===== src/rtl/ers_pkg.sv =====
package ers_pkg;

  typedef enum logic [2:0] {
    RES_OK     = 3'd0,
    RES_PROT   = 3'd1,
    RES_CMDSEQ = 3'd2,
    RES_LOWV   = 3'd3,
    RES_EFAIL  = 3'd4,
    RES_TMO    = 3'd5
  } ers_result_e;

  typedef enum logic [3:0] {
    S_IDLE, S_RDY_CMD, S_RDY_RD, S_CLR, S_SETUP, S_CONF, S_SETTLE,
    S_POLL, S_TO_CMD, S_RECMD, S_RERD, S_ERR_CLR, S_ERR_RS
  } ers_state_e;

  localparam logic [7:0] CMD_RDSTAT  = 8'h70;
  localparam logic [7:0] CMD_CLRSTAT = 8'h50;
  localparam logic [7:0] CMD_ESETUP  = 8'h20;
  localparam logic [7:0] CMD_CONFIRM = 8'hD0;
  localparam logic [7:0] ERR_MASK    = 8'h3A;

  function automatic ers_result_e decode_status(input logic [7:0] s);
    if (s[5] && s[4])  return RES_CMDSEQ;
    else if (s[1])     return RES_PROT;
    else if (s[3])     return RES_LOWV;
    else if (s[5])     return RES_EFAIL;
    else               return RES_OK;
  endfunction

endpackage


===== src/rtl/ers_bus_port.sv =====
module ers_bus_port #(
  parameter int ADDR_W = 24,
  parameter int DW     = 16
) (
  input  logic              clk,
  input  logic              rst,
  input  logic              go,
  input  logic              go_we,
  input  logic [ADDR_W-1:0] go_addr,
  input  logic [DW-1:0]     go_data,
  output logic              bus_req,
  output logic              bus_we,
  output logic [ADDR_W-1:0] bus_addr,
  output logic [DW-1:0]     bus_wdata,
  input  logic [DW-1:0]     bus_rdata,
  input  logic              bus_ack,
  output logic              xfer_done,
  output logic [DW-1:0]     rd_data
);

  always_ff @(posedge clk) begin
    if (rst) begin
      bus_req   <= 1'b0;
      bus_we    <= 1'b0;
      bus_addr  <= '0;
      bus_wdata <= '0;
      xfer_done <= 1'b0;
      rd_data   <= '0;
    end else begin
      xfer_done <= 1'b0;
      if (bus_req) begin
        if (bus_ack) begin
          bus_req   <= 1'b0;
          xfer_done <= 1'b1;
          if (!bus_we) rd_data <= bus_rdata;
        end
      end else if (go) begin
        bus_req   <= 1'b1;
        bus_we    <= go_we;
        bus_addr  <= go_addr;
        bus_wdata <= go_data;
      end
    end
  end


  hold_until_ack_chk: assert property (@(posedge clk) disable iff (rst)
    (bus_req && !bus_ack) |=> (bus_req && $stable(bus_addr) && $stable(bus_wdata) && $stable(bus_we)));

endmodule


===== src/rtl/ers_status_merge.sv =====
module ers_status_merge #(
  parameter int CHIPS  = 2,
  parameter int CHIP_W = 8
) (
  input  logic [CHIPS*CHIP_W-1:0] word,
  output logic                    all_ready,
  output logic [7:0]              merged
);

  logic [7:0] lane [CHIPS];

  for (genvar g = 0; g < CHIPS; g++) begin : g_lane
    assign lane[g] = word[g*CHIP_W +: 8];
  end

  always_comb begin
    all_ready = 1'b1;
    merged    = 8'h00;
    for (int i = 0; i < CHIPS; i++) begin
      all_ready = all_ready & lane[i][7];
      merged    = merged | lane[i];
    end
  end

endmodule


===== src/rtl/ers_timer.sv =====
module ers_timer #(
  parameter int TW = 8
) (
  input  logic          clk,
  input  logic          rst,
  input  logic          load,
  input  logic [TW-1:0] limit,
  output logic          expired
);

  logic [TW-1:0] cnt;

  always_ff @(posedge clk) begin
    if (rst)               cnt <= '0;
    else if (load)         cnt <= limit;
    else if (cnt != '0)    cnt <= cnt - 1'b1;
  end

  assign expired = (cnt == '0);

endmodule


===== src/rtl/ers_block_erase.sv =====
module ers_block_erase
  import ers_pkg::*;
#(
  parameter int ADDR_W     = 24,
  parameter int CHIPS      = 2,
  parameter int CHIP_W     = 8,
  parameter int RDY_TMO    = 50000000,
  parameter int SETTLE_CYC = 50000000,
  parameter int POLL_TMO   = 1000000000,
  parameter int MAX_RETRY  = 3
) (
  input  logic                    clk,
  input  logic                    rst,
  input  logic                    start,
  input  logic [ADDR_W-1:0]       start_addr,
  output logic                    busy,
  output logic                    done,
  output logic [2:0]              result,
  output logic                    bus_req,
  output logic                    bus_we,
  output logic [ADDR_W-1:0]       bus_addr,
  output logic [CHIPS*CHIP_W-1:0] bus_wdata,
  input  logic [CHIPS*CHIP_W-1:0] bus_rdata,
  input  logic                    bus_ack,
  output logic                    vpp_en
);

  localparam int DW    = CHIPS * CHIP_W;
  localparam int T_A   = (RDY_TMO > SETTLE_CYC) ? RDY_TMO : SETTLE_CYC;
  localparam int T_MAX = (T_A > POLL_TMO) ? T_A : POLL_TMO;
  localparam int TW    = $clog2(T_MAX + 1);
  localparam int RW    = $clog2(MAX_RETRY + 2);

  function automatic logic [DW-1:0] rep_cmd(input logic [7:0] c);
    logic [DW-1:0] r;
    r = '0;
    for (int i = 0; i < CHIPS; i++) r[i*CHIP_W +: 8] = c;
    return r;
  endfunction

  ers_state_e   state;
  logic [ADDR_W-1:0] addr_q;
  logic         issued;
  logic [RW-1:0] retry_q;
  logic         vpp_q;
  logic         done_q;
  ers_result_e  res_q;
  logic [7:0]   stat_q;

  logic         bus_st, cmd_we, go;
  logic [7:0]   cmd_byte;
  logic         xfer_done;
  logic [DW-1:0] rd_word;
  logic         mrg_ready;
  logic [7:0]   mrg_byte;
  logic         tmr_load, tmr_exp;
  logic [TW-1:0] tmr_val;
  ers_result_e  dec;
  logic         do_retry;

  // command selection per state
  always_comb begin
    bus_st   = 1'b1;
    cmd_we   = 1'b1;
    cmd_byte = 8'h00;
    case (state)
      S_RDY_CMD: cmd_byte = CMD_RDSTAT;
      S_RDY_RD:  cmd_we   = 1'b0;
      S_CLR:     cmd_byte = CMD_CLRSTAT;
      S_SETUP:   cmd_byte = CMD_ESETUP;
      S_CONF:    cmd_byte = CMD_CONFIRM;
      S_POLL:    cmd_we   = 1'b0;
      S_TO_CMD:  cmd_byte = CMD_RDSTAT;
      S_RECMD:   cmd_byte = CMD_RDSTAT;
      S_RERD:    cmd_we   = 1'b0;
      S_ERR_CLR: cmd_byte = CMD_CLRSTAT;
      S_ERR_RS:  cmd_byte = CMD_RDSTAT;
      default:   bus_st   = 1'b0;
    endcase
  end

  assign go = bus_st && !issued && !bus_req;

  ers_bus_port #(.ADDR_W(ADDR_W), .DW(DW)) u_port (
    .clk(clk), .rst(rst), .go(go), .go_we(cmd_we), .go_addr(addr_q),
    .go_data(rep_cmd(cmd_byte)), .bus_req(bus_req), .bus_we(bus_we),
    .bus_addr(bus_addr), .bus_wdata(bus_wdata), .bus_rdata(bus_rdata),
    .bus_ack(bus_ack), .xfer_done(xfer_done), .rd_data(rd_word)
  );

  ers_status_merge #(.CHIPS(CHIPS), .CHIP_W(CHIP_W)) u_merge (
    .word(rd_word), .all_ready(mrg_ready), .merged(mrg_byte)
  );

  assign dec      = decode_status(stat_q);
  assign do_retry = (dec == RES_EFAIL) && (retry_q < RW'(MAX_RETRY));

  // timer reload points
  always_comb begin
    tmr_load = 1'b0;
    tmr_val  = TW'(RDY_TMO);
    case (state)
      S_RDY_CMD: tmr_load = xfer_done;
      S_ERR_RS:  tmr_load = xfer_done && do_retry;
      S_CONF:    begin tmr_load = xfer_done; tmr_val = TW'(SETTLE_CYC); end
      S_SETTLE:  begin tmr_load = tmr_exp;   tmr_val = TW'(POLL_TMO);   end
      default:   tmr_load = 1'b0;
    endcase
  end

  ers_timer #(.TW(TW)) u_timer (
    .clk(clk), .rst(rst), .load(tmr_load), .limit(tmr_val), .expired(tmr_exp)
  );

  always_ff @(posedge clk) begin
    if (rst) begin
      state   <= S_IDLE;
      addr_q  <= '0;
      issued  <= 1'b0;
      retry_q <= '0;
      vpp_q   <= 1'b0;
      done_q  <= 1'b0;
      res_q   <= RES_OK;
      stat_q  <= '0;
    end else begin
      done_q <= 1'b0;
      if (go)             issued <= 1'b1;
      else if (xfer_done) issued <= 1'b0;
      case (state)
        S_IDLE: if (start) begin
          addr_q  <= start_addr;
          retry_q <= '0;
          state   <= S_RDY_CMD;
        end
        S_RDY_CMD: if (xfer_done) state <= S_RDY_RD;
        S_RDY_RD: if (xfer_done) begin
          if (mrg_ready) begin
            vpp_q <= 1'b1;
            state <= S_CLR;
          end else if (tmr_exp) begin
            res_q  <= RES_TMO;
            done_q <= 1'b1;
            state  <= S_IDLE;
          end
        end
        S_CLR:    if (xfer_done) state <= S_SETUP;
        S_SETUP:  if (xfer_done) state <= S_CONF;
        S_CONF:   if (xfer_done) state <= S_SETTLE;
        S_SETTLE: if (tmr_exp)   state <= S_POLL;
        S_POLL: if (xfer_done) begin
          if (mrg_ready) begin
            vpp_q <= 1'b0;
            state <= S_RECMD;
          end else if (tmr_exp) begin
            state <= S_TO_CMD;
          end
        end
        S_TO_CMD: if (xfer_done) begin
          vpp_q  <= 1'b0;
          res_q  <= RES_TMO;
          done_q <= 1'b1;
          state  <= S_IDLE;
        end
        S_RECMD: if (xfer_done) state <= S_RERD;
        S_RERD: if (xfer_done) begin
          stat_q <= mrg_byte;
          if ((mrg_byte & ERR_MASK) != 8'h00) begin
            state <= S_ERR_CLR;
          end else begin
            res_q  <= RES_OK;
            done_q <= 1'b1;
            state  <= S_IDLE;
          end
        end
        S_ERR_CLR: if (xfer_done) state <= S_ERR_RS;
        S_ERR_RS: if (xfer_done) begin
          if (do_retry) begin
            retry_q <= retry_q + 1'b1;
            state   <= S_RDY_RD;
          end else begin
            res_q  <= dec;
            done_q <= 1'b1;
            state  <= S_IDLE;
          end
        end
        default: state <= S_IDLE;
      endcase
    end
  end

  assign busy   = (state != S_IDLE);
  assign done   = done_q;
  assign result = res_q;
  assign vpp_en = vpp_q;


  done_pulse_chk: assert property (@(posedge clk) disable iff (rst) done |=> !done);


  vpp_rise_chk: assert property (@(posedge clk) disable iff (rst) $rose(vpp_en) |-> (state == S_CLR));


  retry_bound_chk: assert property (@(posedge clk) disable iff (rst) retry_q <= RW'(MAX_RETRY));


  cmdseq_src_chk: assert property (@(posedge clk) disable iff (rst)
    (done && result == RES_CMDSEQ) |-> (stat_q[5] && stat_q[4]));


  idle_vpp_chk: assert property (@(posedge clk) disable iff (rst) (state == S_IDLE) |-> !vpp_en);

endmodule


===== config.mk =====
export PLATFORM = sky130hd
export DESIGN_NAME = ers_block_erase
export DESIGN_NICKNAME = d
export VERILOG_FILES = /design/src/rtl/ers_pkg.sv /design/src/rtl/ers_bus_port.sv /design/src/rtl/ers_status_merge.sv /design/src/rtl/ers_timer.sv /design/src/rtl/ers_block_erase.sv
export SDC_FILE = /design/constraint.sdc
export NUM_CORES = 1
export LEC_CHECK = 0
export ABC_AREA = 1
export BUFFER_PORTS_ARGS = -buffer_cell sky130_fd_sc_hd__buf_2
export CELL_PAD_IN_SITES_DETAIL_PLACEMENT = 0
export CELL_PAD_IN_SITES_GLOBAL_PLACEMENT = 2
export CORE_MARGIN = 2
export CORE_UTILIZATION = 33
export CTS_CLUSTER_SIZE = 30
export DETAILED_ROUTE_END_ITERATION = 6
export GPL_ROUTABILITY_DRIVEN = 1
export MAX_ROUTING_LAYER = met4
export PLACE_DENSITY_LB_ADDON = 0.12
export REMOVE_ABC_BUFFERS = 1
export SLEW_MARGIN = 30
export SYNTH_ARGS = -nofsm -noshare
export SYNTH_HDL_FRONTEND = slang
export SYNTH_SLANG_ARGS = --single-unit

===== constraint.sdc =====
create_clock -name clk -period 2.8 [get_ports clk]
set_input_delay 0.7 -clock clk [delete_from_list [all_inputs] [get_ports clk]]
set_output_delay 0.7 -clock clk [all_outputs]
set_load 0.02 [all_outputs]

==> flow_summary.json <==
{
  "via_per_inst": 4.74,
  "dieArea_um2": 17000,
  "netlist_area_um2": 5280,
  "num_rows": 46,
  "worst_slew_pin_slew_ns": 0.725,
  "tns_ns": 0,
  "num_io_pins": 92,
  "drcViolationCount": 0,
  "die_w_um": 130,
  "core_um2": 15800,
  "cap_violations": 0,
  "ys_async_sr_fraction_pct": 0,
  "power_frac_seq_pct": 31.5,
  "critical_path.max_fanout": 10,
  "fmaxAchievable_mhz": 458,
  "rr_worst_depth": 9,
  "overflow": 0,
  "fin_crit_sh_pct": 78.0,
  "cts_tree": "yes",
  "cts_setup_buffers": 0,
  "synth_edf_count": 0,
  "clock_power_share_pct": 16.6,
  "synthFlopType": "dfxtp_1",
  "status": "completed",
  "num_vias": 4881,
  "synthCells": 750,
  "htree_levels": 3,
  "setup_viol": 0,
  "start_util_pct": 33.5,
  "place_ws_ns": 0.788,
  "clk_pin_slew_ns": 0.08,
  "drive_gt1_share_pct": 16.2,
  "worst_ep_required_time_ns": 2.10,
  "rsz0062_at_grt": "false",
  "synthTopCellsByCount": "nand2_1, nor2_1, dfxtp_1",
  "hp-class": "reg -> reg",
  "cts_resized": 0,
  "maxSlewHeadroom_pct": 51.7,
  "seq_area_frac_synth_pct": 42.1,
  "yosysTopAreaCellShare_pct": 42.1,
  "io_buffers": 77,
  "synth_area_leader_cell": "dfxtp_1",
  "end_kind": "output pin",
  "drt_iter0_drc": 270,
  "p_per_area_nw_per_um2": 1250,
  "hold_viol_final": 0,
  "cts-root-buf": "clkbuf_16",
  "numCtsBuffers": 9,
  "ys_warn_count": 0,
  "hp-start": "u_port.bus_addr[0]",
  "p_sw_share_pct": 47.5,
  "synth_area_leaders": "dfxtp_1, nand2_1, nor2_1",
  "wirelength_um": 14400,
  "finClkSkew_ns": 0.00812,
  "slowest_delay_ns": 0.56,
  "antenna_cells": 0,
  "first_global_vias": 4665,
  "p_int_uw": 4000,
  "critical_path.cell_chain": "nor2_1, nand2_1, buf_2",
  "r2r_start": "state[2]",
  "hpwl_um": 10300,
  "reg2reg_to": "u_timer.cnt[13]",
  "ys_ff_latch": 111,
  "crit_slowest_cell": "dfxtp_1",
  "p_switching_uw": 3610,
  "final_antenna_net_count": 0,
  "first_pass_iters": 5,
  "synthToLayoutAreaGrowth_pct": 15.1,
  "clockBufferDepth": 2,
  "rrSetupSlack_ns": 0.77,
  "fillers": 1761,
  "finalMaxSlewViolations": 0,
  "worst_setup_path_start_kind": "register",
  "cts.sinks": 111,
  "min_to": "u_port.bus_addr[0]",
  "arrival_ns": 1.48,
  "p_comb_share_pct": 52.0,
  "synth_cell_types": 36,
  "p_leak_uw": 0.00279,
  "period_minus_slack_ns": 2.18,
  "ir_drop_uv": 432,
  "grt_start_max_net_pins": 61,
  "post_drt_wl_per_cell_um": 14.0,
  "gp_congestion": 0.911,
  "path_class": "reg -> out",
  "antenna_found_initial": 0,
  "grt_usage_pct": 18.4,
  "hold_path_depth": 2,
  "clk_latency_ns": 0.36,
  "cts_hold_buf": 0,
  "setup_slack_ns": 0.616,
  "grt_first_pass_wirelength_um": 23700,
  "nets": 856,
  "syn_avg_cell_area_um2": 7.04,
  "die_h_um": 130
}
==> power by group through the flow <==
stage          combinational [µW]  clock (µW)  sequential, µW
3_5_place_dp                 3990           0            2430
5_1_grt                      4520        1370            2460
4_1_cts                      4000        1300            2400
3_3_place_gp                 3970           0            2420
6_report                     3950        1260            2390
2_1_floorplan                2800           0            2510
==> logic make-up (layout without fill, tap and decap cells) <==
family                     after synthesis  after routing  synth area share (%)
adders and majority gates                3              3                 0.711
xor gates and xnor gates                20             20                  3.32
and+or+nand+nor                        364            364                  30.6
buffers and inverters                  111            168                  9.36
AOI/OAI and AO/OA                      140            140                  13.8
DFF                                    111            111                  42.1
other                                    1              8                0.0711
==> how the worst max path moves through the flow <==
stage	endpoint	cells past startpoint	startpoint	slack, ns
global placement	u_timer.cnt[13]	9	state[2]	0.78
global route	busy	3	state[2]	0.52
detailed placement	u_timer.cnt[13]	9	state[2]	0.79
CTS	busy	3	state[2]	0.59
finish	busy	3	state[2]	0.62
floorplan	u_port.bus_addr[0]	7	state[2]	0.51
==> critical path: cells and delay by family (launching register included) <==
kind	cells	cell delay, ns
and+or+nand+nor	2	0.35
buffers and inverters	1	0.21
DFF	1	0.56
==> layer usage <==
metal	vias up	global-route usage (%)	share of wire [%]
li1	2520	-	-
met1	2232	23.9	48
met2	119	28.4	45
met3	10	5.54	6.2
met4	0	4.32	0.76
met5	-	-	0
==> flip-flops by register name, summed over array words and instances, names as in the netlist, 3 cells and up <==
register / flops
u_port.bus_addr: 24
result: 3
u_timer.cnt: 30
retry_q: 3
addr_q: 24
state: 4
u_port.bus_wdata: 3
stat_q: 4
u_port.rd_data: 10
==> stage by stage <==
step | instances | total power, µW | hold slack (ns) | cell area (µm²) | utilization, %
4_1_cts | 1030 | 7700 | 0.448 | 6080 | 38.5
5_1_grt | 1030 | 8360 | 0.461 | 6080 | 38.5
3_3_place_gp | 1014 | 6390 | 0.428 | 5800 | 36.8
6_report | 1030 | 7610 | 0.443 | 6080 | 38.5
2_1_floorplan | 714 | 5310 | 0.430 | 5060 | -
3_5_place_dp | 1014 | 6420 | 0.435 | 5800 | 36.8
==> layout by cell type, fill, tap and decap left out <==
| master | n |
|---|---|
| buf_12 | 2 |
| o211a_1 | 1 |
| nand2_1 | 132 |
| nand3b_1 | 2 |
| nand2_2 | 9 |
| nand2_4 | 4 |
| o21ai_1 | 1 |
| inv_8 | 1 |
| buf_2 | 77 |
| conb_1 | 8 |
| nor2_2 | 4 |
| o21bai_1 | 1 |
| a21oi_1 | 69 |
| nand4_1 | 5 |
| nand3_2 | 2 |
| nor3b_1 | 1 |
| a21oi_2 | 1 |
| nor2_8 | 2 |
| o22ai_1 | 3 |
| inv_2 | 5 |
| o21ai_0 | 57 |
| nand3_1 | 51 |
| nor4_1 | 6 |
| dfxtp_1 | 111 |
| ha_1 | 3 |
| inv_1 | 62 |
| clkinv_1 | 1 |
| nor3_1 | 9 |
| xor2_1 | 7 |
| a211oi_1 | 4 |
| buf_4 | 5 |
| nor2_4 | 3 |
| clkinv_2 | 3 |
| clkbuf_16 | 9 |
| a31oi_1 | 3 |
| or2_2 | 2 |
| xnor2_1 | 13 |
| nor2_1 | 132 |
| inv_6 | 3 |
==> cell type report <==
class / instances / area [µm²] / share of cell area, %
Multi-Input combinational cell: 535 / 2590 / 42.6
Sequential cell: 111 / 2220 / 36.6
Timing Repair Buffer: 84 / 463 / 7.62
Tap cell: 216 / 270 / 4.45
Inverter: 68 / 255 / 4.20
Clock buffer: 9 / 225 / 3.71
Clock inverter: 7 / 52.6 / 0.865
(Power assumes the default switching activity.)
